--- src/rtl/mover_pkg.sv ---
package mover_pkg;

  typedef enum logic [1:0] {
    ESZ_B = 2'd0,
    ESZ_H = 2'd1,
    ESZ_W = 2'd2,
    ESZ_D = 2'd3
  } esize_e;

  typedef struct packed {
    logic       hit;        // word is one of the two move forms
    logic       is_signed;  // signed form
    logic       wide;       // 64-bit destination
    logic       legal;      // size/width pair accepted
    esize_e     size;
    logic [3:0] lane;       // lane number, right-aligned
  } mv_dec_t;

  localparam logic [8:0] OPC_HI   = 9'h070;
  localparam logic [5:0] OPC_SGN  = 6'h0B;
  localparam logic [5:0] OPC_UNS  = 6'h0F;

endpackage

--- src/rtl/mover_decode.sv ---
module mover_decode
  import mover_pkg::*;
(
  input  logic [31:0] insn,
  output mv_dec_t     dec
);

  logic [4:0] imm;
  logic       sz_ok;
  esize_e     sz;
  logic [3:0] ln;

  assign imm = insn[20:16];

  // lowest set bit of the immediate picks the element size
  always_comb begin
    sz_ok = 1'b1;
    sz    = ESZ_B;
    ln    = 4'd0;
    if (imm[0]) begin
      sz = ESZ_B;
      ln = imm[4:1];
    end else if (imm[1]) begin
      sz = ESZ_H;
      ln = {1'b0, imm[4:2]};
    end else if (imm[2]) begin
      sz = ESZ_W;
      ln = {2'b0, imm[4:3]};
    end else if (imm[3]) begin
      sz = ESZ_D;
      ln = {3'b0, imm[4]};
    end else begin
      sz_ok = 1'b0;
    end
  end

  always_comb begin
    dec.hit       = (insn[29:21] == OPC_HI) &&
                    ((insn[15:10] == OPC_SGN) || (insn[15:10] == OPC_UNS));
    dec.is_signed = (insn[15:10] == OPC_SGN);
    dec.wide      = insn[30];
    dec.size      = sz;
    dec.lane      = ln;
    if (!sz_ok) begin
      dec.legal = 1'b0;
    end else if (dec.is_signed) begin
      dec.legal = (sz == ESZ_B) || (sz == ESZ_H) || ((sz == ESZ_W) && insn[30]);
    end else begin
      dec.legal = insn[30] ? (sz == ESZ_D) : (sz != ESZ_D);
    end
  end

endmodule

--- src/rtl/mover_lane_pick.sv ---
module mover_lane_pick
  import mover_pkg::*;
#(
  parameter int VEC_W = 128
) (
  input  logic [VEC_W-1:0] vec,
  input  esize_e           size,
  input  logic [3:0]       lane,
  output logic [63:0]      elem
);

  localparam int N8  = VEC_W / 8;
  localparam int N16 = VEC_W / 16;
  localparam int N32 = VEC_W / 32;
  localparam int N64 = VEC_W / 64;
  localparam int IW8  = $clog2(N8);
  localparam int IW16 = $clog2(N16);
  localparam int IW32 = $clog2(N32);
  localparam int IW64 = (N64 > 1) ? $clog2(N64) : 1;

  logic [7:0]  l8  [N8];
  logic [15:0] l16 [N16];
  logic [31:0] l32 [N32];
  logic [63:0] l64 [N64];

  for (genvar g = 0; g < N8; g++) begin : g_b
    assign l8[g] = vec[g*8 +: 8];
  end
  for (genvar g = 0; g < N16; g++) begin : g_h
    assign l16[g] = vec[g*16 +: 16];
  end
  for (genvar g = 0; g < N32; g++) begin : g_w
    assign l32[g] = vec[g*32 +: 32];
  end
  for (genvar g = 0; g < N64; g++) begin : g_d
    assign l64[g] = vec[g*64 +: 64];
  end

  always_comb begin
    unique case (size)
      ESZ_B:   elem = {56'b0, l8[lane[IW8-1:0]]};
      ESZ_H:   elem = {48'b0, l16[lane[IW16-1:0]]};
      ESZ_W:   elem = {32'b0, l32[lane[IW32-1:0]]};
      default: elem = l64[lane[IW64-1:0]];
    endcase
  end

endmodule

--- src/rtl/mover_extend.sv ---
module mover_extend
  import mover_pkg::*;
(
  input  logic [63:0] raw,
  input  esize_e      size,
  input  logic        is_signed,
  input  logic        wide,
  output logic [63:0] data
);

  logic [63:0] keep;
  logic        msb;
  logic [63:0] full;

  always_comb begin
    unique case (size)
      ESZ_B:   begin keep = 64'h0000_0000_0000_00FF; msb = raw[7];  end
      ESZ_H:   begin keep = 64'h0000_0000_0000_FFFF; msb = raw[15]; end
      ESZ_W:   begin keep = 64'h0000_0000_FFFF_FFFF; msb = raw[31]; end
      default: begin keep = 64'hFFFF_FFFF_FFFF_FFFF; msb = raw[63]; end
    endcase
    full = (raw & keep) | ((is_signed && msb) ? ~keep : 64'b0);
    data = wide ? full : {32'b0, full[31:0]};
  end

endmodule

--- src/rtl/lane_to_gpr_mover.sv ---
module lane_to_gpr_mover
  import mover_pkg::*;
#(
  parameter int VEC_W   = 128,
  parameter int GPR_W   = 64,
  parameter bit OUT_REG = 1'b1
) (
  input  logic             clk,
  input  logic             rst,
  input  logic             in_valid,
  input  logic [31:0]      insn,
  input  logic [VEC_W-1:0] vec_src,
  output logic [GPR_W-1:0] out_wdata,
  output logic             out_wen,
  output logic             out_is64,
  output logic             out_unalloc
);

  mv_dec_t     dec;
  logic [63:0] elem;
  logic [63:0] ext;
  logic        fire;
  logic        nx_wen, nx_un, nx_is64;
  logic [GPR_W-1:0] nx_data;

  mover_decode u_dec (
    .insn (insn),
    .dec  (dec)
  );

  mover_lane_pick #(.VEC_W(VEC_W)) u_pick (
    .vec  (vec_src),
    .size (dec.size),
    .lane (dec.lane),
    .elem (elem)
  );

  mover_extend u_ext (
    .raw       (elem),
    .size      (dec.size),
    .is_signed (dec.is_signed),
    .wide      (dec.wide),
    .data      (ext)
  );

  assign fire    = in_valid && dec.hit;
  assign nx_wen  = fire && dec.legal;
  assign nx_un   = fire && !dec.legal;
  assign nx_is64 = nx_wen && dec.wide;
  assign nx_data = nx_wen ? ext[GPR_W-1:0] : '0;

  if (OUT_REG) begin : g_reg
    always_ff @(posedge clk) begin
      if (rst) begin
        out_wdata   <= '0;
        out_wen     <= 1'b0;
        out_is64    <= 1'b0;
        out_unalloc <= 1'b0;
      end else begin
        out_wdata   <= nx_data;
        out_wen     <= nx_wen;
        out_is64    <= nx_is64;
        out_unalloc <= nx_un;
      end
    end
  end else begin : g_comb
    assign out_wdata   = nx_data;
    assign out_wen     = nx_wen;
    assign out_is64    = nx_is64;
    assign out_unalloc = nx_un;
  end

endmodule

--- config.mk ---
export PLATFORM = sky130hd
export DESIGN_NAME = lane_to_gpr_mover
export DESIGN_NICKNAME = d
export VERILOG_FILES = /design/src/rtl/mover_pkg.sv /design/src/rtl/mover_decode.sv /design/src/rtl/mover_lane_pick.sv /design/src/rtl/mover_extend.sv /design/src/rtl/lane_to_gpr_mover.sv
export SDC_FILE = /design/constraint.sdc
export NUM_CORES = 1
export LEC_CHECK = 0
export BUFFER_PORTS_ARGS = -buffer_cell sky130_fd_sc_hd__buf_2
export CAP_MARGIN = 5
export CORE_UTILIZATION = 57
export DETAILED_ROUTE_END_ITERATION = 10
export HOLD_SLACK_MARGIN = 0.06
export PLACE_DENSITY_LB_ADDON = 0.2
export SLEW_MARGIN = 20
export SYNTH_ARGS = -nofsm -noshare
export SYNTH_HDL_FRONTEND = slang
export SYNTH_HIERARCHICAL = 1
export SYNTH_SLANG_ARGS = --single-unit
--- constraint.sdc ---
create_clock -name clk -period 4.3 [get_ports clk]
set_input_delay 0.215 -clock clk [delete_from_list [all_inputs] [get_ports clk]]
set_output_delay 0.215 -clock clk [all_outputs]
set_load 0.005 [all_outputs]
==> impl_metrics.yaml, run 1 <==
run_status:
  status: "finished, final reports clean"
synthesis:
  syn-num-nets: 932
  syn_inst: 769
  synth.distinct_cells: 57
  synth_seq_area_share_pct: 18.8
  avgSynthCellArea_um2: 9.26
  synth_edf_count: 0
  synth_ff_type: "dfxtp_1"
  synth_area_um2: 7120
  yosysWarnings: 6
  ys_seq_elements: 67
  async_flop_share_pct: 0
worst_hold_path:
  holdCritPathClass: "input port to flop"
worst_setup_path:
  path_cells: "buf_2, inv_1, a21o_1, o22a_4, buf_4, buf_4, mux4_2, mux2_2, a21oi_1, nor2_1, o21ai_0, nand2_1, and2_1"
  crit_path_frequent_cell: "buf_4"
  path_class: "input port to flop"
  arrival_ns: 3.51
  critical-path-max-stage-delay_ns: 0.62
  crit_slowest_cell: "buf_4"
  critPathLaunchType: "input port"
  endpoint_kind: "flop"
  critPathTopFamily: "buffers and inverters"
  cp_max_fo: 50
  critPathRequiredTime_ns: 4.53
  path_buf_inv: 4
finish:
  fin_nets: 1087
  fillerInstances: 985
  layout-drive-gt1-share_pct: 38.6
  areaGrowthSynthToFinish_pct: 17.0
  layoutNonFillerInstCount: 1097
  final_area_um2: 8330
  final_util_pct: 68.8
power_and_ir_drop:
  total_power_mw: 2.16
  powerDensity_nw_per_um2: 260
  p_leak_nw: 3.70
  peakVddDrop_v: 0.000250
drt:
  drtIter0Drc: 997
  vias_per_cell: 6.70
  vias: 7353
  routed_wl_um: 23900
  final_antenna_net_count: 0
  firstDrtPassIters: 5
  drc: 0
  wl_per_cell_um: 21.8
clocking:
  hold_buffers: 1
  cts_buffers: 9
  cts_sinks: 67
  cts_tree: "done"
  cts_root_buf: "clkbuf_16"
  clk_pin_slew_ns: 0.05
  htreeDepth: 3
  clockBufferDepth: 2
  cts_resized: 0
  postCtsSetupBuffers: 0
placed_design:
  place_area_um2: 7990
  portBuffers: 218
  dp.cells: 1080
  gp_congestion: 0.943
  hpwl_um: 16800
sta:
  setup_viol: 0
  setup-tns-final_ns: 0
  max_freq_mhz: 305
  max_slew_margin_pct: 31.2
  fin_crit_sh_pct: 76.3
  rsz0062_at_grt: "false"
  slew_viol_final: 0
  final_hold_viol_count: 0
  worst_slew_pin_slew_ns: 1.03
  min_period_ns: 3.28
global_route:
  grt_max_degree: 77
  grt_pass1_vias: 6912
  overflow: 0
  grt_usage_pct: 36.6
  antenna_found_initial: 2
  grt_pass1_wl_um: 36500
floorplanning:
  dieArea_um2: 12900
  rows: 40
  die_h_um: 114
  core_area_um2: 12100
  io_pins: 230
  die_w_um: 114
  start_util_pct: 58.8
run:
  drv_cap: 0
metal layers:
metal	part of all wire (%)	vias up	GRT usage, %
li1	-	3200	-
met1	37	3504	45.6
met2	47	555	59.9
met3	12	92	9.83
met4	4.1	2	16.1
met5	0.054	-	0
stage by stage:
| step | hold WS (ns) | setup slack, ns |
|---|---|---|
| final | 0.143 | 1.02 |
| after floorplan | 0.292 | 1.71 |
| after detailed placement | 0.410 | 0.714 |
| after CTS | 0.139 | 1.07 |
| after global routing | 0.170 | 0.810 |
| after global placement | 0.403 | 0.859 |
registers in the layout, indices dropped and copies added (netlist names):
name         cells
out_wdata       64
out_is64         1
out_unalloc      1
out_wen          1
Yosys cell counts, types with 3 or more instances:
| master | instances | area, um^2 |
|---|---|---|
| a2111oi_0 | 4 | 35.0 |
| a21boi_0 | 3 | 22.5 |
| mux4_2 | 70 | 1580 |
| a21boi_1 | 30 | 225 |
| a32oi_1 | 3 | 26.3 |
| nor3b_1 | 14 | 105 |
| o22ai_1 | 18 | 113 |
| buf_2 | 23 | 115 |
| dfxtp_1 | 67 | 1340 |
| a211oi_1 | 8 | 60.1 |
| nor2_1 | 61 | 229 |
| clkbuf_1 | 21 | 78.8 |
| and2_1 | 68 | 425 |
| buf_6 | 14 | 158 |
| mux4_1 | 4 | 105 |
| o211ai_1 | 6 | 45.0 |
| buf_4 | 24 | 180 |
| clkbuf_2 | 5 | 25.0 |
| nor3_1 | 9 | 45.0 |
| o221ai_1 | 8 | 70.1 |
| inv_1 | 5 | 18.8 |
| o21ai_0 | 34 | 170 |
| nand3_1 | 8 | 40.0 |
| a31oi_1 | 3 | 18.8 |
| a21o_2 | 14 | 123 |
| nand2b_1 | 5 | 31.3 |
| a21o_1 | 5 | 37.5 |
| a21oi_1 | 66 | 330 |
| mux2_2 | 17 | 191 |
| mux2i_1 | 70 | 701 |
| nor2b_1 | 9 | 56.3 |
| nand2_1 | 44 | 165 |
where the power goes:
group          internal (mW)  switching, mW  total (mW)
Clock                  0.523          0.291       0.815
Combinational          0.350          0.376       0.726
Sequential             0.621    0.000000342       0.621
layout make-up:
type / instances / area (um^2) / share of cell area [%]
antenna: 1 / 2.50 / 0.0300
multi-input combinational: 608 / 5230 / 62.7
sequential: 67 / 1340 / 16.1
timing repair buffer: 233 / 1210 / 14.5
clock buffer: 10 / 239 / 2.87
clock inverter: 5 / 85.1 / 1.02
inverter: 5 / 18.8 / 0.225
tap: 168 / 210 / 2.52
logic make-up after synthesis:
logic type,after synthesis,share of synthesized area [%]
and+or+nand+nor,233,17.2
AOI/OAI and AO/OA,214,19.4
buffers and inverters,94,8.42
DFF,67,18.8
muxes,161,36.2
layout by cell type (no fill, tap or decap), drive strengths merged, types with 2 or more instances in the layout:
cell type / count
a21o: 19
nand3: 8
or4b: 2
nor3b: 15
a2111oi: 4
or2: 3
and3: 2
nor2b: 9
o22ai: 18
buf: 232
o211ai: 6
mux2: 17
nand2: 44
a31oi: 3
nor3: 9
nand2b: 5
and2: 68
dfxtp: 67
mux2i: 70
a32oi: 3
a21boi: 33
inv: 6
clkbuf: 10
a21oi: 66
o221ai: 8
and4b: 2
bufinv: 2
nor2: 61
o21ai: 34
a211oi: 8
mux4: 74
a211o: 2
final timing paths:
path / depth (start not counted) / startpoint / to
setup / recovery: 13 / insn[17] / out_wdata[8]$_SDFF_PP0_
hold / removal: 3 / in_valid / out_unalloc$_SDFF_PP0_
(Power assumes the default switching activity.)
==> run 2, diff against run 1 <==
CORE_UTILIZATION = 53   (was 57)
clock period = 3.32 ns   (was 4.3 ns; I/O delays follow)
==> run 2 against run 1 <==
Effect of this change:
- combinational power increased by 31%
- worst hold slack got worse by 0.052 ns
- clock-buffer cell count unchanged
- sequential cell count did not move
- routed wire length decreased by 3.8%
- first-iteration DRC count fell by 11%
- die area up 7.4%
- global-route usage is 3.6 points lower
- core utilization fell by 3.1 points
- critical path depth is 1 lower
- sequential power rose by 29%
- largest cell class unchanged
==> impl_metrics.yaml, run 2 (synthesis gave the netlist of run 1 again) <==
run_status:
  status: "finished, final reports clean"
clocking:
  cts_buffers: 9
  cts_tree: "done"
  cts_sinks: 67
  postCtsSetupBuffers: 0
  clockBufferDepth: 2
  cts_root_buf: "clkbuf_16"
  htreeDepth: 3
  clk_pin_slew_ns: 0.06
drt:
  wl_per_cell_um: 20.5
  vias: 7140
  drc: 0
  routed_wl_um: 23000
  drtIter0Drc: 889
  vias_per_cell: 6.38
  final_antenna_net_count: 0
  firstDrtPassIters: 5
floorplanning:
  start_util_pct: 55.3
  rows: 41
  die_h_um: 118
  die_w_um: 118
  dieArea_um2: 13900
  core_area_um2: 12900
  io_pins: 230
worst_setup_path:
  critPathTopFamily: "simple AND/OR/NAND/NOR gates"
  cp_max_fo: 30
  arrival_ns: 3.17
  path_buf_inv: 3
  path_cells: "buf_2, inv_1, a21o_1, a22o_4, mux4_2, mux2i_1, o221ai_1, and4b_1, buf_4, a21oi_1, a21boi_1, and2_1"
  critical-path-max-stage-delay_ns: 0.93
  endpoint_kind: "flop"
  crit_slowest_cell: "and4b_1"
  path_class: "input port to flop"
  worstSetupStartpoint: "insn[17]"
  critPathRequiredTime_ns: 3.60
  critPathLaunchType: "input port"
sta:
  setup_viol: 0
  final_hold_viol_count: 0
  worst_slew_pin_slew_ns: 0.977
  fin_hold_ws_ns: 0.0906
  max_slew_margin_pct: 34.8
  setup-tns-final_ns: 0
  min_period_ns: 2.89
  max_freq_mhz: 346
  slew_viol_final: 0
  fin_crit_sh_pct: 87.0
  rsz0062_at_grt: "false"
global_route:
  grt_max_degree: 114
  antenna_found_initial: 2
  top_usage_layer: "met2"
  grt_pass1_wl_um: 35900
  overflow: 0
  grt_use_met1_pct: 43.3
  grt_pass1_vias: 6640
  met2_usage_pct: 51.1
  grt_usage_pct: 33.1
  use_met3_pct: 7.17
finish:
  layout_common_cells: "buf_2, mux2i_1, mux4_2"
  fin_nets: 1101
  fillerInstances: 1111
  layoutNonFillerInstCount: 1119
  areaGrowthSynthToFinish_pct: 18.7
  layout-drive-gt1-share_pct: 39.4
  largest_reg_flops: 64
  regMostFlops: "out_wdata"
  layout_commonest_cell: "buf_2"
power_and_ir_drop:
  internal_power_mw: 1.85
  total_power_mw: 2.71
  p_sw_mw: 0.859
  powerDensity_nw_per_um2: 321
  p_comb_share_pct: 35.1
  seqPwrFrac_pct: 29.6
  clkPwrFrac_pct: 35.2
  switching_share_pct: 31.7
  peakVddDrop_v: 0.000311
  p_leak_nw: 3.77
placed_design:
  gp_congestion: 0.906
  hpwl_um: 16300
  dp.cells: 1098
  portBuffers: 218
worst_hold_path:
  holdCritPathClass: "input port to flop"
  hp-start: "in_valid"
run:
  drv_cap: 0
[run 2: cell count changes in the layout (fill, tap and decap cells not counted), sizes merged]
cell,change
clkinv,+1
bufinv,-1
clkinvlp,+1
diode,+3
buf,+14
[run 2: area by class of cell]
cell class	instances	area (um^2)	share of cell area, %
Clock buffer	10	229	2.71
Tap cell	172	215	2.55
Inverter	5	18.8	0.222
Timing Repair Buffer	247	1350	16.0
Sequential cell	67	1340	15.9
Clock inverter	6	63.8	0.755
Antenna cell	4	10.0	0.118
Multi-Input combinational cell	608	5230	61.8
[run 2: layer usage]
| layer | up-vias | share of wire, % |
|---|---|---|
| met5 | - | 0 |
| met1 | 3407 | 40 |
| li1 | 3232 | - |
| met3 | 68 | 10 |
| met4 | 0 | 4.5 |
| met2 | 433 | 46 |
[run 2: power by group through the flow]
stage	combinational [mW]	clock (mW)	sequential [mW]
6_report	0.953	0.957	0.804
3_5_place_dp	0.930	0	0.822
2_1_floorplan	0.698	0	0.822
5_1_grt	1.02	1.01	0.804
4_1_cts	0.935	0.968	0.804
3_3_place_gp	0.918	0	0.822
[run 2: tightest hold or removal path, stage by stage]
cell,delay (ns)
buf_2,0.10
nand2_1,0.08
nor3_1,0.04
[run 2: what timing repair did]
item | CTS | global route
hold endpoints to repair | 2 | 0
hold buffers | 1 | 0
resized for setup | 0 | 0
[run 2: through the flow]
stage          cell area, um^2  utilization, %  worst slack [ns]
2_1_floorplan             7120               -             0.784
3_3_place_gp              8130            63.2            0.0838
3_5_place_dp              8130            63.2            0.0291
4_1_cts                   8440            65.5             0.357
5_1_grt                   8450            65.6             0.159
6_report                  8450            65.6             0.431
[run 2: worst paths after layout]
kind | cells after the start | to
setup / recovery | 12 | out_wdata[50]$_SDFF_PP0_
hold / removal | 3 | out_unalloc$_SDFF_PP0_
